<file path="src/rtl/bfa_pkg.sv">
package bfa_pkg;

    localparam int NUM_FRAMES     = 8;
    localparam int NUM_THREADS    = 4;
    localparam int FRAMES_PER_THR = NUM_FRAMES / NUM_THREADS;
    localparam int FID_W          = $clog2(NUM_FRAMES);
    localparam int TID_W          = $clog2(NUM_THREADS);
    localparam int CNT_W          = $clog2(NUM_FRAMES + 1);

    typedef logic [FID_W-1:0] fid_t;
    typedef logic [TID_W-1:0] tid_t;
    typedef logic [CNT_W-1:0] cnt_t;

    typedef enum logic [1:0] {
        FR_FREE = 2'd0,
        FR_BUSY = 2'd1,
        FR_DONE = 2'd2,
        FR_CMT  = 2'd3
    } frame_st_e;

    typedef struct packed {
        fid_t head;
        fid_t tail;
        cnt_t cnt;
    } thr_ptr_t;

    // low index bits that wrap inside one thread's ring
    function automatic fid_t win_mask(input logic multi);
        return multi ? fid_t'(FRAMES_PER_THR - 1) : fid_t'(NUM_FRAMES - 1);
    endfunction

    function automatic fid_t wrap_next(input fid_t p, input logic multi);
        fid_t m;
        fid_t inc;
        m   = win_mask(multi);
        inc = fid_t'(p + fid_t'(1));
        return (p & ~m) | (inc & m);
    endfunction

    function automatic cnt_t ring_cap(input logic multi);
        return multi ? cnt_t'(FRAMES_PER_THR) : cnt_t'(NUM_FRAMES);
    endfunction

    function automatic tid_t thread_of(input fid_t g, input logic multi);
        return multi ? tid_t'(int'(g) / FRAMES_PER_THR) : '0;
    endfunction

    // age of frame g relative to the oldest frame of its ring
    function automatic cnt_t win_offset(input fid_t g, input fid_t head, input logic multi);
        fid_t d;
        d = fid_t'(g - head) & win_mask(multi);
        return cnt_t'(d);
    endfunction

endpackage

</file>
<file path="src/rtl/bfa_fetch_pacer.sv">
module bfa_fetch_pacer #(
    parameter int GAP = 8
) (
    input  logic clk,
    input  logic rst,
    input  logic grant,
    output logic ready
);
    localparam int CW = $clog2(GAP + 1);
    localparam logic [CW-1:0] RELOAD = CW'(GAP - 1);
    localparam logic [CW-1:0] GAP_V  = CW'(GAP);

    logic [CW-1:0] wait_q;

    assign ready = (wait_q == '0);

    always_ff @(posedge clk) begin
        if (rst) begin
            wait_q <= '0;
        end else if (grant) begin
            wait_q <= RELOAD;
        end else if (wait_q != '0) begin
            wait_q <= wait_q - CW'(1);
        end
    end

    // independent distance counter for the checker
    logic [CW-1:0] since_q;
    always_ff @(posedge clk) begin
        if (rst) begin
            since_q <= GAP_V;
        end else if (grant) begin
            since_q <= CW'(1);
        end else if (since_q != GAP_V) begin
            since_q <= since_q + CW'(1);
        end
    end


    fetch_gap_chk: assert property (@(posedge clk) disable iff (rst)
        grant |-> (since_q >= GAP_V));

endmodule

</file>
<file path="src/rtl/bfa_thread_ctl.sv">
module bfa_thread_ctl
    import bfa_pkg::*;
#(
    parameter int TID = 0
) (
    input  logic     clk,
    input  logic     rst,
    input  logic     multi,
    input  logic     grant,
    input  logic     ack,
    input  logic     abort,
    input  fid_t     abort_frame,
    input  cnt_t     abort_keep,
    output thr_ptr_t ptr_o,
    output logic     full_o
);
    localparam fid_t BASE = fid_t'(TID * FRAMES_PER_THR);

    thr_ptr_t q, d;

    always_comb begin
        d = q;
        if (ack) begin
            d.head = wrap_next(q.head, multi);
        end
        if (abort) begin
            d.tail = abort_frame;
            d.cnt  = abort_keep - cnt_t'(ack);
        end else begin
            if (grant) begin
                d.tail = wrap_next(q.tail, multi);
            end
            d.cnt = q.cnt + cnt_t'(grant) - cnt_t'(ack);
        end
    end

    always_ff @(posedge clk) begin
        if (rst) begin
            q <= '{head: BASE, tail: BASE, cnt: '0};
        end else begin
            q <= d;
        end
    end

    assign ptr_o  = q;
    assign full_o = (q.cnt >= ring_cap(multi));


    cnt_cap_chk: assert property (@(posedge clk) disable iff (rst)
        q.cnt <= ring_cap(multi));


    ack_nonempty_chk: assert property (@(posedge clk) disable iff (rst)
        ack |-> (q.cnt != '0));

endmodule

</file>
<file path="src/rtl/bfa_commit_rr.sv">
module bfa_commit_rr
    import bfa_pkg::*;
(
    input  logic                   clk,
    input  logic                   rst,
    input  logic [NUM_THREADS-1:0] elig,
    output logic                   vld,
    output tid_t                   tid
);
    tid_t last_q;
    tid_t cand;

    always_comb begin
        vld  = 1'b0;
        tid  = last_q;
        cand = last_q;
        for (int i = 1; i <= NUM_THREADS; i++) begin
            cand = tid_t'((int'(last_q) + i) % NUM_THREADS);
            if (!vld && elig[cand]) begin
                vld = 1'b1;
                tid = cand;
            end
        end
    end

    always_ff @(posedge clk) begin
        if (rst) begin
            last_q <= tid_t'(NUM_THREADS - 1);
        end else if (vld) begin
            last_q <= tid;
        end
    end


    pick_elig_chk: assert property (@(posedge clk) disable iff (rst)
        vld |-> elig[tid]);


    no_idle_chk: assert property (@(posedge clk) disable iff (rst)
        (elig != '0) |-> vld);

endmodule

</file>
<file path="src/rtl/block_frame_alloc.sv">
module block_frame_alloc
    import bfa_pkg::*;
#(
    parameter int FETCH_GAP = 8
) (
    input  logic                  clk,
    input  logic                  rst,
    input  logic                  multi_mode,
    input  logic                  fetch_req,
    input  logic [TID_W-1:0]      fetch_tid,
    output logic                  fetch_gnt,
    output logic [FID_W-1:0]      fetch_frame,
    input  logic                  done_vld,
    input  logic [FID_W-1:0]      done_frame,
    input  logic                  abort_vld,
    input  logic [FID_W-1:0]      abort_frame,
    output logic                  commit_vld,
    output logic [FID_W-1:0]      commit_frame,
    input  logic                  ack_vld,
    input  logic [FID_W-1:0]      ack_frame,
    output logic                  flush_vld,
    output logic [NUM_FRAMES-1:0] flush_mask
);
    logic      mode_q;
    frame_st_e st_q [NUM_FRAMES];
    frame_st_e st_d [NUM_FRAMES];

    thr_ptr_t               ptr    [NUM_THREADS];
    logic [NUM_THREADS-1:0] t_full;
    logic [NUM_THREADS-1:0] t_grant;
    logic [NUM_THREADS-1:0] t_ack;
    logic [NUM_THREADS-1:0] t_abort;
    logic [NUM_THREADS-1:0] t_elig;

    logic gap_ok;
    logic ab_ok;
    tid_t ab_tid;
    cnt_t ab_keep;
    logic ack_ok;
    tid_t ack_tid;
    tid_t cm_tid;

    // mode is fixed while reset is held
    always_ff @(posedge clk) begin
        if (rst) begin
            mode_q <= multi_mode;
        end
    end

    // abort and acknowledge qualification
    assign ab_ok   = abort_vld && (st_q[abort_frame] == FR_BUSY || st_q[abort_frame] == FR_DONE);
    assign ab_tid  = thread_of(abort_frame, mode_q);
    assign ab_keep = win_offset(abort_frame, ptr[ab_tid].head, mode_q);
    assign ack_ok  = ack_vld && (st_q[ack_frame] == FR_CMT);
    assign ack_tid = thread_of(ack_frame, mode_q);

    // fetch grant
    assign fetch_gnt = fetch_req && gap_ok
                    && (mode_q || fetch_tid == '0)
                    && !t_full[fetch_tid]
                    && !(ab_ok && ab_tid == fetch_tid);
    assign fetch_frame = ptr[fetch_tid].tail;

    bfa_fetch_pacer #(
        .GAP(FETCH_GAP)
    ) u_pacer (
        .clk  (clk),
        .rst  (rst),
        .grant(fetch_gnt),
        .ready(gap_ok)
    );

    // per-thread ring pointers
    for (genvar t = 0; t < NUM_THREADS; t++) begin : g_thr
        assign t_grant[t] = fetch_gnt && (fetch_tid == tid_t'(t));
        assign t_ack[t]   = ack_ok && (ack_tid == tid_t'(t));
        assign t_abort[t] = ab_ok && (ab_tid == tid_t'(t));
        assign t_elig[t]  = (ptr[t].cnt != '0)
                         && (st_q[ptr[t].head] == FR_DONE)
                         && !t_abort[t];

        bfa_thread_ctl #(
            .TID(t)
        ) u_thr (
            .clk        (clk),
            .rst        (rst),
            .multi      (mode_q),
            .grant      (t_grant[t]),
            .ack        (t_ack[t]),
            .abort      (t_abort[t]),
            .abort_frame(abort_frame),
            .abort_keep (ab_keep),
            .ptr_o      (ptr[t]),
            .full_o     (t_full[t])
        );
    end

    // in-order commit, round robin over threads
    bfa_commit_rr u_rr (
        .clk (clk),
        .rst (rst),
        .elig(t_elig),
        .vld (commit_vld),
        .tid (cm_tid)
    );
    assign commit_frame = ptr[cm_tid].head;

    // flush sweep: aborted frame and younger frames of its ring
    always_comb begin
        for (int g = 0; g < NUM_FRAMES; g++) begin
            flush_mask[g] = ab_ok
                && (thread_of(fid_t'(g), mode_q) == ab_tid)
                && (win_offset(fid_t'(g), ptr[ab_tid].head, mode_q) >= ab_keep)
                && (win_offset(fid_t'(g), ptr[ab_tid].head, mode_q) < ptr[ab_tid].cnt);
        end
    end
    assign flush_vld = ab_ok;

    // frame state machine
    always_comb begin
        for (int g = 0; g < NUM_FRAMES; g++) begin
            st_d[g] = st_q[g];
            if (flush_mask[g]) begin
                st_d[g] = FR_FREE;
            end else if (ack_ok && ack_frame == fid_t'(g)) begin
                st_d[g] = FR_FREE;
            end else if (commit_vld && commit_frame == fid_t'(g)) begin
                st_d[g] = FR_CMT;
            end else if (done_vld && done_frame == fid_t'(g) && st_q[g] == FR_BUSY) begin
                st_d[g] = FR_DONE;
            end else if (fetch_gnt && fetch_frame == fid_t'(g)) begin
                st_d[g] = FR_BUSY;
            end
        end
    end

    always_ff @(posedge clk) begin
        for (int g = 0; g < NUM_FRAMES; g++) begin
            if (rst) begin
                st_q[g] <= FR_FREE;
            end else begin
                st_q[g] <= st_d[g];
            end
        end
    end


    gnt_free_chk: assert property (@(posedge clk) disable iff (rst)
        fetch_gnt |-> (st_q[fetch_frame] == FR_FREE));


    commit_mark_chk: assert property (@(posedge clk) disable iff (rst)
        commit_vld |=> (st_q[$past(commit_frame)] == FR_CMT));


    ack_free_chk: assert property (@(posedge clk) disable iff (rst)
        (ack_vld && st_q[ack_frame] == FR_CMT) |=> (st_q[$past(ack_frame)] == FR_FREE));


    flush_self_chk: assert property (@(posedge clk) disable iff (rst)
        flush_vld |-> flush_mask[abort_frame]);

endmodule

</file>
<file path="config.mk">
export PLATFORM = sky130hd
export DESIGN_NAME = block_frame_alloc
export DESIGN_NICKNAME = d
export VERILOG_FILES = /design/src/rtl/bfa_pkg.sv /design/src/rtl/bfa_fetch_pacer.sv /design/src/rtl/bfa_thread_ctl.sv /design/src/rtl/bfa_commit_rr.sv /design/src/rtl/block_frame_alloc.sv
export SDC_FILE = /design/constraint.sdc
export NUM_CORES = 1
export LEC_CHECK = 0
export ABC_AREA = 1
export BUFFER_PORTS_ARGS = -buffer_cell sky130_fd_sc_hd__buf_2
export CAP_MARGIN = 40
export CORE_ASPECT_RATIO = 0.5
export CORE_MARGIN = 2
export CORE_UTILIZATION = 45
export DETAILED_ROUTE_END_ITERATION = 8
export MAX_ROUTING_LAYER = met4
export PLACE_DENSITY = 0.65
export SLEW_MARGIN = 5
export SYNTH_ARGS = -nofsm -noshare
export SYNTH_HDL_FRONTEND = slang
export SYNTH_HIERARCHICAL = 1
export SYNTH_SLANG_ARGS = --single-unit
</file>
<file path="constraint.sdc">
create_clock -name clk -period 4.6 [get_ports clk]
set_clock_uncertainty 0.2 [all_clocks]
set_input_delay 0.23 -clock clk [delete_from_list [all_inputs] [get_ports clk]]
set_output_delay 0.23 -clock clk [all_outputs]
set_load 0.03 [all_outputs]
</file>
# Word-level counts from Yosys, hierarchy flattened
# Memories as Yosys holds them, arrays and structs flattened. A register that Yosys moved wholly into a read port is not among the register bits.
# Cells that the tools add are included.
# word_totals
n_memories	1
ramBits	16
out_inout_bits	17
register_bits	47
# op_classes
muxes	103
bitwise_logic	45
reduce_logical	119
order_cmp	28
n_eq_ne	56
n_addsub	34
# memory_table
memory	words	width	rd	rd_clocked_by_memory_dff	wr	line_no	source
st_q	8	2	14	4	8	block_frame_alloc.sv:25	frame_st_e st_q [NUM_FRAMES];
# ops
cell	n
2-to-1 mux 2 bit	56
logical AND 1 bit	89
bitwise AND 3 bit	25
binary-select mux 10 bit (select 2 bit)	3
equality test 3 bit, second input constant	16
2-to-1 mux 3 bit	15
2-to-1 mux 7 bit	6
2-to-1 mux 10 bit	4
< comparator 3 x 4 -> 1 bit	8
adder 3 x 1 -> 3 bit, second input constant	8
equality test 2 x 1 -> 1 bit, second input constant	12
equality test 2 bit, second input constant	12
equality test 3 x 2 -> 1 bit, second input constant	8
greater-or-equal comparator 3 bit	8
bitwise OR 3 bit	8
nonzero test 4 bit	5
adder 4 x 1 -> 4 bit	4
greater-or-equal comparator 4 bit	4
subtractor 3 x 1 -> 4 bit	4
subtractor 4 x 1 -> 4 bit	4
< comparator 2 x 3 -> 1 bit, second input constant	5
2-to-1 mux 1 bit	13
equality test 3 x 1 -> 1 bit, second input constant	4
logical NOT 3 bit	4
other kinds (21)	60

# Depth between registers and ports, before layout
# Gate-level depths: netlist of the first run.
# An unclocked memory read counts as a cell.
# depth
ltp_word	29
depth_mapped	29

# Modules after synthesis
# The synthesis of the first run kept the hierarchy.
# modules_own_cells
module	cells_per_inst	area_per_inst_um2	n_inst
block_frame_alloc	665	3457.1	1
bfa_thread_ctl at g_thr[3].u_thr	87	674.4	1
bfa_thread_ctl at g_thr[1].u_thr	83	664.4	1
bfa_thread_ctl at g_thr[0].u_thr	83	663.1	1
bfa_thread_ctl at g_thr[2].u_thr	84	659.4	1
bfa_commit_rr	51	292.8	1
bfa_fetch_pacer	32	216.5	1

# Worst setup path after synthesis of the first run
# OpenSTA, ideal clock, no wires.
# synth_path
path_kind	register -> register
startpoint	register mode_q
endpoint	memory st_q[2][1] in the netlist's numbering
t_arrival_ps	3844
path_buffers	2
stages_incl_launch_ff	21
period_less_slack_ps	4108
setup_slack_ps	492
path_cell_list	edfxtp_1 -> nand2_2 -> buf_6 -> nor3_1 -> a211oi_1 -> nand2_1 -> nand2_1 -> nand2_2 -> nand2_4 -> a21oi_4 -> nand3_1 -> nand2_1 -> clkbuf_1 -> nand2_1 -> a32oi_1 -> inv_1 -> nor2_1 -> nand2_1 -> nand2_1 -> a21oi_1 -> nor2_1
# synth_lines
item	line_no	source
start, declared	block_frame_alloc.sv:24	logic mode_q;
start signal, assigned	block_frame_alloc.sv:46	mode_q <= multi_mode;
end, declared	block_frame_alloc.sv:25	

# Worst setup path in the final report of the first run
# layout_path
startpoint	register mode_q
endpoint	output port flush_mask[3]
# layout_between
elab_chain_len	10
elab_cells_between_ends	17
# layout_rtl
item	line_no	source
2-to-1 mux 2 bit	bfa_pkg.sv:45	return multi ? tid_t'(int'(g) / FRAMES_PER_THR) : '0;
inverter 2 -> 3 bit (not written as such)	block_frame_alloc.sv:53, block_frame_alloc.sv:113, block_frame_alloc.sv:114	
binary-select mux 10 bit (select 2 bit)	block_frame_alloc.sv:53, block_frame_alloc.sv:113, block_frame_alloc.sv:114	
2-to-1 mux 10 bit (not written as such) (2 in a row)	block_frame_alloc.sv:114	&& (win_offset(fid_t'(g), ptr[ab_tid].head, mode_q) < ptr[ab_tid].cnt);
subtractor 2 x 3 -> 3 bit / subtractor 3 bit (equally long branches)	bfa_pkg.sv:51	d = fid_t'(g - head) & win_mask(multi);
bitwise AND 3 bit	bfa_pkg.sv:51	
greater-or-equal comparator 3 bit	block_frame_alloc.sv:113	&& (win_offset(fid_t'(g), ptr[ab_tid].head, mode_q) >= ab_keep)
logical AND 1 bit	block_frame_alloc.sv:113	
logical AND 1 bit *	block_frame_alloc.sv:114	
end, declared	block_frame_alloc.sv:22	output logic [NUM_FRAMES-1:0] flush_mask
# Mark *: on every way between the ends. The rest lies on a longest branch, timed or not. The select of a mux whose other input is x is not followed.

==> out/metrics.csv, run 1 <==
metric,value,unit
pre-CTS setup slack,0.5310,ns
Final TNS setup,0,ns
slowest cell delay on critical path,0.52,ns
grt ovf,0,
Residual DRC,0,
Yosys reg bits,63,
worst min path class,input port to flop,
clock share of power,25.4,%
initial antenna violation count,0,
Yosys top cell area share,18.73,%
Net Switching,1.266,mW
remaining antenna violation count,0,
WHS Path Cells,5,
post-route cell area,7458,um^2
Sw Ratio,45.35,%
Final Setup Violations,0,
RSZ-0062 raised after global routing,false,
Area Overhead vs Synth,12.54,%
DRT Pass-1 Iters,5,
vias per cell,5.304,
GP Congestion,0.9790,
Final Core Density,51.69,%
crit-path cells,"nand2_2, inv_2, nand2_1, nand2_2, inv_1, ha_1, inv_1, ha_1, inv_1, nand2_2, a21oi_2, nand2_2, ha_1, nand2_1, nor2_1, a211oi_1, nand2_1, and2_1, nand2_1, inv_1, buf_2",
"Net count, final",1236,
share of layout cells above drive strength 1,11.02,%
Critical Path RT,4.17,ns
VDD IR max,0.0002402,V
Cells after Synth,1085,
TritonCTS Buffers,9,
Setup crit end kind,output pin,
Die ar.,15770,um^2
pwr dens,374.2,nW/um^2
post-DP HPWL,16690,um
fin. max-slew vios,0,
Comb power frac,49.0,%
Tcrit/Tclk final,90.35,%
Post-synth top cells,"nand2_1 (285), inv_1 (168), nor2_1 (113)",
RR Startpoint,st_q[1][1],
Final Hold Fails,0,
WP data arrival,3.73,ns
Starting DRT DRC Count,594,
final critical-path required period,4.156,ns
R2R setup slack,0.61,ns
via count of the first global-routing pass,6462,
yosys synthesis warning count,6,
Internal,1.525,mW
crit-path max FO,9,
CTS clock-pin slew for the worst setup and hold paths,0.06,ns
r2r worst-path depth,26,
Flop pwr share,25.5,%
"Top FF cell, synth",dfxtp_1,
Post-synth EDFFs,1,
core area,14430,um^2
H-tree lvl count,3,
Ant. Diodes,0,
Area contributors post-synth,"dfxtp_1 (19%), nand2_1 (16%), ha_1 (13%)",
"count leader, synth",nand2_1,
Slowest cell on crit path,edfxtp_1,
row count,31,
Buffers on Ports,34,
startpoint types,flop,
"Distinct cells, synth",47,
Pleak,3.988,nW
sequential share of the synthesized area,19.18,%
Max-Cap Viols,0,
Initial Utilization,45.93,%
WL per Instance,15.43,um
placed cell area,7127,um^2
HP Start,done_frame[0],
slack of the critical path,0.4438,ns
routed wire length,20830,um
CTS Buffer Depth,2,
worst r2r dst,st_q[5][1],
clk sink count,63,
status,completed,
CTS Root Buffer Type,clkbuf_16,
critical path class,flop to output pin,
average cell area after synthesis,6.108,um^2
CP Launch Point,mode_q,
Die X,175.6,um
Worst Tran Pin Value,0.8383,ns
largest net degree at the start of global routing,34,
Die Ht,89.82,um
first-pass GRT wire length,33370,um
asr flop ratio synth,0,%
Max Fclk,240.6,MHz
Synth area leader,dfxtp_1,
Hold Path End,st_q[6][0],
Slew headroom,44.11,%
Synth Cell Area,6628,um^2
CTS tree,yes,
Top Ports,35,
FILL cells,1519,
gr usage total,27.64,%
insertion delay to the later sink of the worst-skew pair,0.34,ns
DR vias,7161,
==> layout by cell type (no fill, tap or decap), drive strengths merged, types with 21 or more instances in the layout <==
cell / netlist / layout
nand2: 302 / 302
ha: 67 / 67
buf: 8 / 53
a21oi: 78 / 78
nor2: 115 / 115
nand3: 92 / 92
dfxtp: 62 / 62
nand4: 21 / 21
inv: 184 / 185
o21ai: 59 / 59
==> routing by layer <==
layer	part of all wire [%]	GRT usage [%]	routed length, um	vias to the layer above
met1	50	39.26	10350	3235
met3	7.8	5.584	1629	21
li1	-	-	-	3641
met5	0	-	0	-
met2	41	41.01	8642	264
met4	0.97	4.683	201	0
==> cell families after synthesis <==
family	count (synthesis)	synth area share, %
xor gates and xnor gates	27	3.568
AOI/OAI and AO/OA	178	15.67
other	1	0.05658
DFF	63	19.18
buffers and inverters	195	11.55
adders and majority gates	71	13.86
and+or+nand+nor	550	36.11
==> metrics by stage <==
| stage | hold slack (ns) | power, mW | instances |
|---|---|---|---|
| after floorplan | 0.09244 | 1.717 | 1092 |
| after global placement | 0.2547 | 2.036 | 1330 |
| after detailed placement | 0.2572 | 2.067 | 1330 |
| after CTS | 0.1324 | 2.782 | 1347 |
| after global routing | 0.1708 | 3.016 | 1350 |
| final | 0.1390 | 2.791 | 1350 |
==> cell type report <==
| type | instances | area (um^2) | area share (%) |
|---|---|---|---|
| multi-input cells | 834 | 4617 | 61.90 |
| flip-flops and latches | 63 | 1271 | 17.04 |
| inverters | 185 | 700.7 | 9.394 |
| repair buffers | 54 | 322.8 | 4.328 |
| well taps | 198 | 247.7 | 3.322 |
| clock buffers | 11 | 242.7 | 3.254 |
| clock inverters | 5 | 56.30 | 0.7549 |
==> worst max-delay path, delay by kind of cell, from the launching register on <==
kind | cells | cell delay, ns
compound gates | 2 | 0.36
fa+ha+maj | 3 | 0.78
buf+inv | 6 | 0.59
flops | 1 | 0.52
simple gates | 10 | 1.12
==> power by group through the flow <==
stage	combinational [mW]	clock, mW	sequential [mW]
detailed placement	1.35	0	0.722
global route	1.55	0.743	0.723
CTS	1.35	0.719	0.711
global placement	1.31	0	0.721
finish	1.37	0.710	0.712
floorplan	1.03	0	0.689
==> how the worst max path moves through the flow <==
| stage | endpoint | cells after the start | slack, ns |
|---|---|---|---|
| 6_report | flush_mask[3] | 21 | 0.44 |
| 5_1_grt | flush_mask[3] | 22 | 0.12 |
| 4_1_cts | flush_mask[3] | 21 | 0.37 |
| 3_5_place_dp | st_q[0][1] | 26 | 0.53 |
| 3_3_place_gp | st_q[0][1] | 26 | 0.62 |
| 2_1_floorplan | st_q[2][1] | 20 | 0.49 |
==> repair_timing <==
action,CTS,global route
gates resized for setup,0,0
setup endpoints to repair,0,1
buffers inserted,0,3
hold endpoints to repair,1,0
hold buffers,1,0
(Power assumes the default switching activity.)
==> run 2, diff against run 1 <==
- CELL_PAD_IN_SITES_DETAIL_PLACEMENT: unset -> 1
- CELL_PAD_IN_SITES_GLOBAL_PLACEMENT: unset -> 2
- CORE_UTILIZATION: 45 -> 34
- PLACE_DENSITY: 0.65 -> 0.84
==> run 2 against run 1 <==
Effect of this change:
- global-route usage is 1.9 points lower
- worst hold slack lost 0.058 ns
- clock-buffer cell count rose by 1
- cell count is 4.9% higher
- setup slack worse by 0.12 ns
- sequential cell count unchanged
- via count rose by 1.2%
- total power is 0.76% higher
- cell area rose by 1.1%
- register-to-register slack got worse by 0.16 ns
- non-clock buffer count fell by 2
- wire length up 20%
- critical endpoint is now commit_frame[1]
==> out/metrics.csv, run 2 (synthesis gave the netlist of run 1 again) <==
metric,value,unit
DRT Pass-1 Iters,4,
remaining antenna violation count,0,
Tcrit/Tclk final,92.93,%
pwr dens,373.0,nW/um^2
CTS Buffer Depth,2,
gr usage total,25.71,%
Buffers on Ports,34,
Critical Path RT,4.17,ns
"commonest non-fill, non-tap cell in the layout",nand2_1,
VDD IR max,0.0001837,V
row count,36,
worst min path class,input port to flop,
WL per Instance,17.63,um
Max Fclk,233.9,MHz
fin. max-slew vios,0,
status,completed,
Pleak,3.976,nW
Area Overhead vs Synth,13.76,%
initial antenna violation count,0,
insertion delay to the later sink of the worst-skew pair,0.35,ns
Die ar.,20690,um^2
critical path class,flop to output pin,
CTS tree,yes,
Max Used Layer,met4,
clk sink count,63,
Final TNS setup,0,ns
grt ovf,0,
CTS clock-pin slew for the worst setup and hold paths,0.06,ns
Metal-1 WL,13050,um
Starting DRT DRC Count,440,
Final Setup Violations,0,
first-pass GRT wire length,39650,um
TritonCTS Buffers,9,
GP Congestion,0.9107,
via count of the first global-routing pass,7313,
"Net count, final",1234,
Die Ht,102.7,um
Setup crit end kind,output pin,
met3 wire length,711,um
most frequent cells in the layout,"nand2_1 (285), inv_1 (168), nor2_1 (113), nand3_1 (82), a21oi_1 (70)",
startpoint types,flop,
largest net degree at the start of global routing,28,
H-tree lvl count,3,
Initial Utilization,34.38,%
share of layout cells above drive strength 1,11.22,%
Residual DRC,0,
crit-path max FO,11,
Top Ports,35,
Final Hold Fails,0,
core area,19280,um^2
final critical-path required period,4.275,ns
RSZ-0062 raised after global routing,false,
r2r worst-path depth,26,
WP data arrival,3.84,ns
WHS Path Cells,3,
Post-CTS Setup Bufs,0,
CTS Root Buffer Type,clkbuf_16,
Die X,201.5,um
post-DP HPWL,20540,um
Worst Tran Pin Value,0.8148,ns
Met2 Wirelength,10940,um
routed wire length,24960,um
Ant. Diodes,0,
Final Core Density,39.11,%
vias per cell,5.117,
DR vias,7246,
Slew headroom,45.10,%
Max-Cap Viols,0,
[run 2: worst max-delay path: stages (launching register included)]
cell,delay [ns]
dfxtp_1,0.42
inv_1,0.12
nand2_1,0.07
nand3_1,0.10
nand2_1,0.07
nand2_1,0.05
nand2_1,0.06
nand2_1,0.09
nand3_2,0.15
nor3_1,0.07
buf_4,0.18
a211oi_1,0.32
nand2_1,0.12
nand2_2,0.11
nand2_2,0.09
nand2_4,0.10
xor2_1,0.17
nand2_1,0.09
nand2_1,0.26
nand2_1,0.09
a32oi_1,0.47
buf_2,0.30
[run 2: final cells by class]
type / instances / area (um^2)
inverters: 185 / 700.7
multi-input cells: 834 / 4629
fillers: 2617 / 11740
clock inverters: 4 / 28.78
repair buffers: 52 / 317.8
well taps: 266 / 332.8
clock buffers: 12 / 256.5
flip-flops and latches: 63 / 1274
[run 2: layer usage]
layer  up-vias  GRT usage, %
met3        21         3.319
met2        98         41.67
li1       3632             -
met5         -             -
met1      3495         34.61
met4         0         5.317
[run 2: through the flow]
| step | total power [mW] | instance area, um^2 | worst slack [ns] | hold WS (ns) | cells |
|---|---|---|---|---|---|
| floorplan | 1.717 | 6654 | 0.4917 | 0.09244 | 1092 |
| finish | 2.812 | 7540 | 0.3254 | 0.08136 | 1416 |
| detailed placement | 2.127 | 7229 | 0.2436 | 0.2787 | 1399 |
| global route | 3.060 | 7540 | 0.005061 | 0.09330 | 1416 |
| global placement | 2.067 | 7204 | 0.3462 | 0.2673 | 1397 |
| CTS | 2.822 | 7525 | 0.3267 | 0.07625 | 1416 |
[run 2: final timing paths]
check                                        from                 to  slack [ns]
worst max-delay path                   st_q[1][1]    commit_frame[1]        0.33
worst max register to register         st_q[1][1]         st_q[3][1]        0.45
worst min-delay path               abort_frame[2]               flop        0.08
worst min register to register  u_pacer/wait_q[1]  u_pacer/wait_q[1]        0.28
[run 2: report_power, final]
| group | switching [mW] | internal, mW | leakage, nW |
|---|---|---|---|
| Combinational | 0.945 | 0.470 | 3.33 |
| Clock | 0.284 | 0.395 | 0.135 |
| Sequential | 0.0951 | 0.623 | 0.516 |
| Total | 1.32 | 1.49 | 3.98 |
[run 2: repair_timing]
| action | CTS | global route |
|---|---|---|
| resized for setup | 0 | 5 |
| endpoints found under the hold margin | 1 | 0 |
| endpoints found under the setup margin | 0 | 11 |
| hold buffers | 1 | 0 |
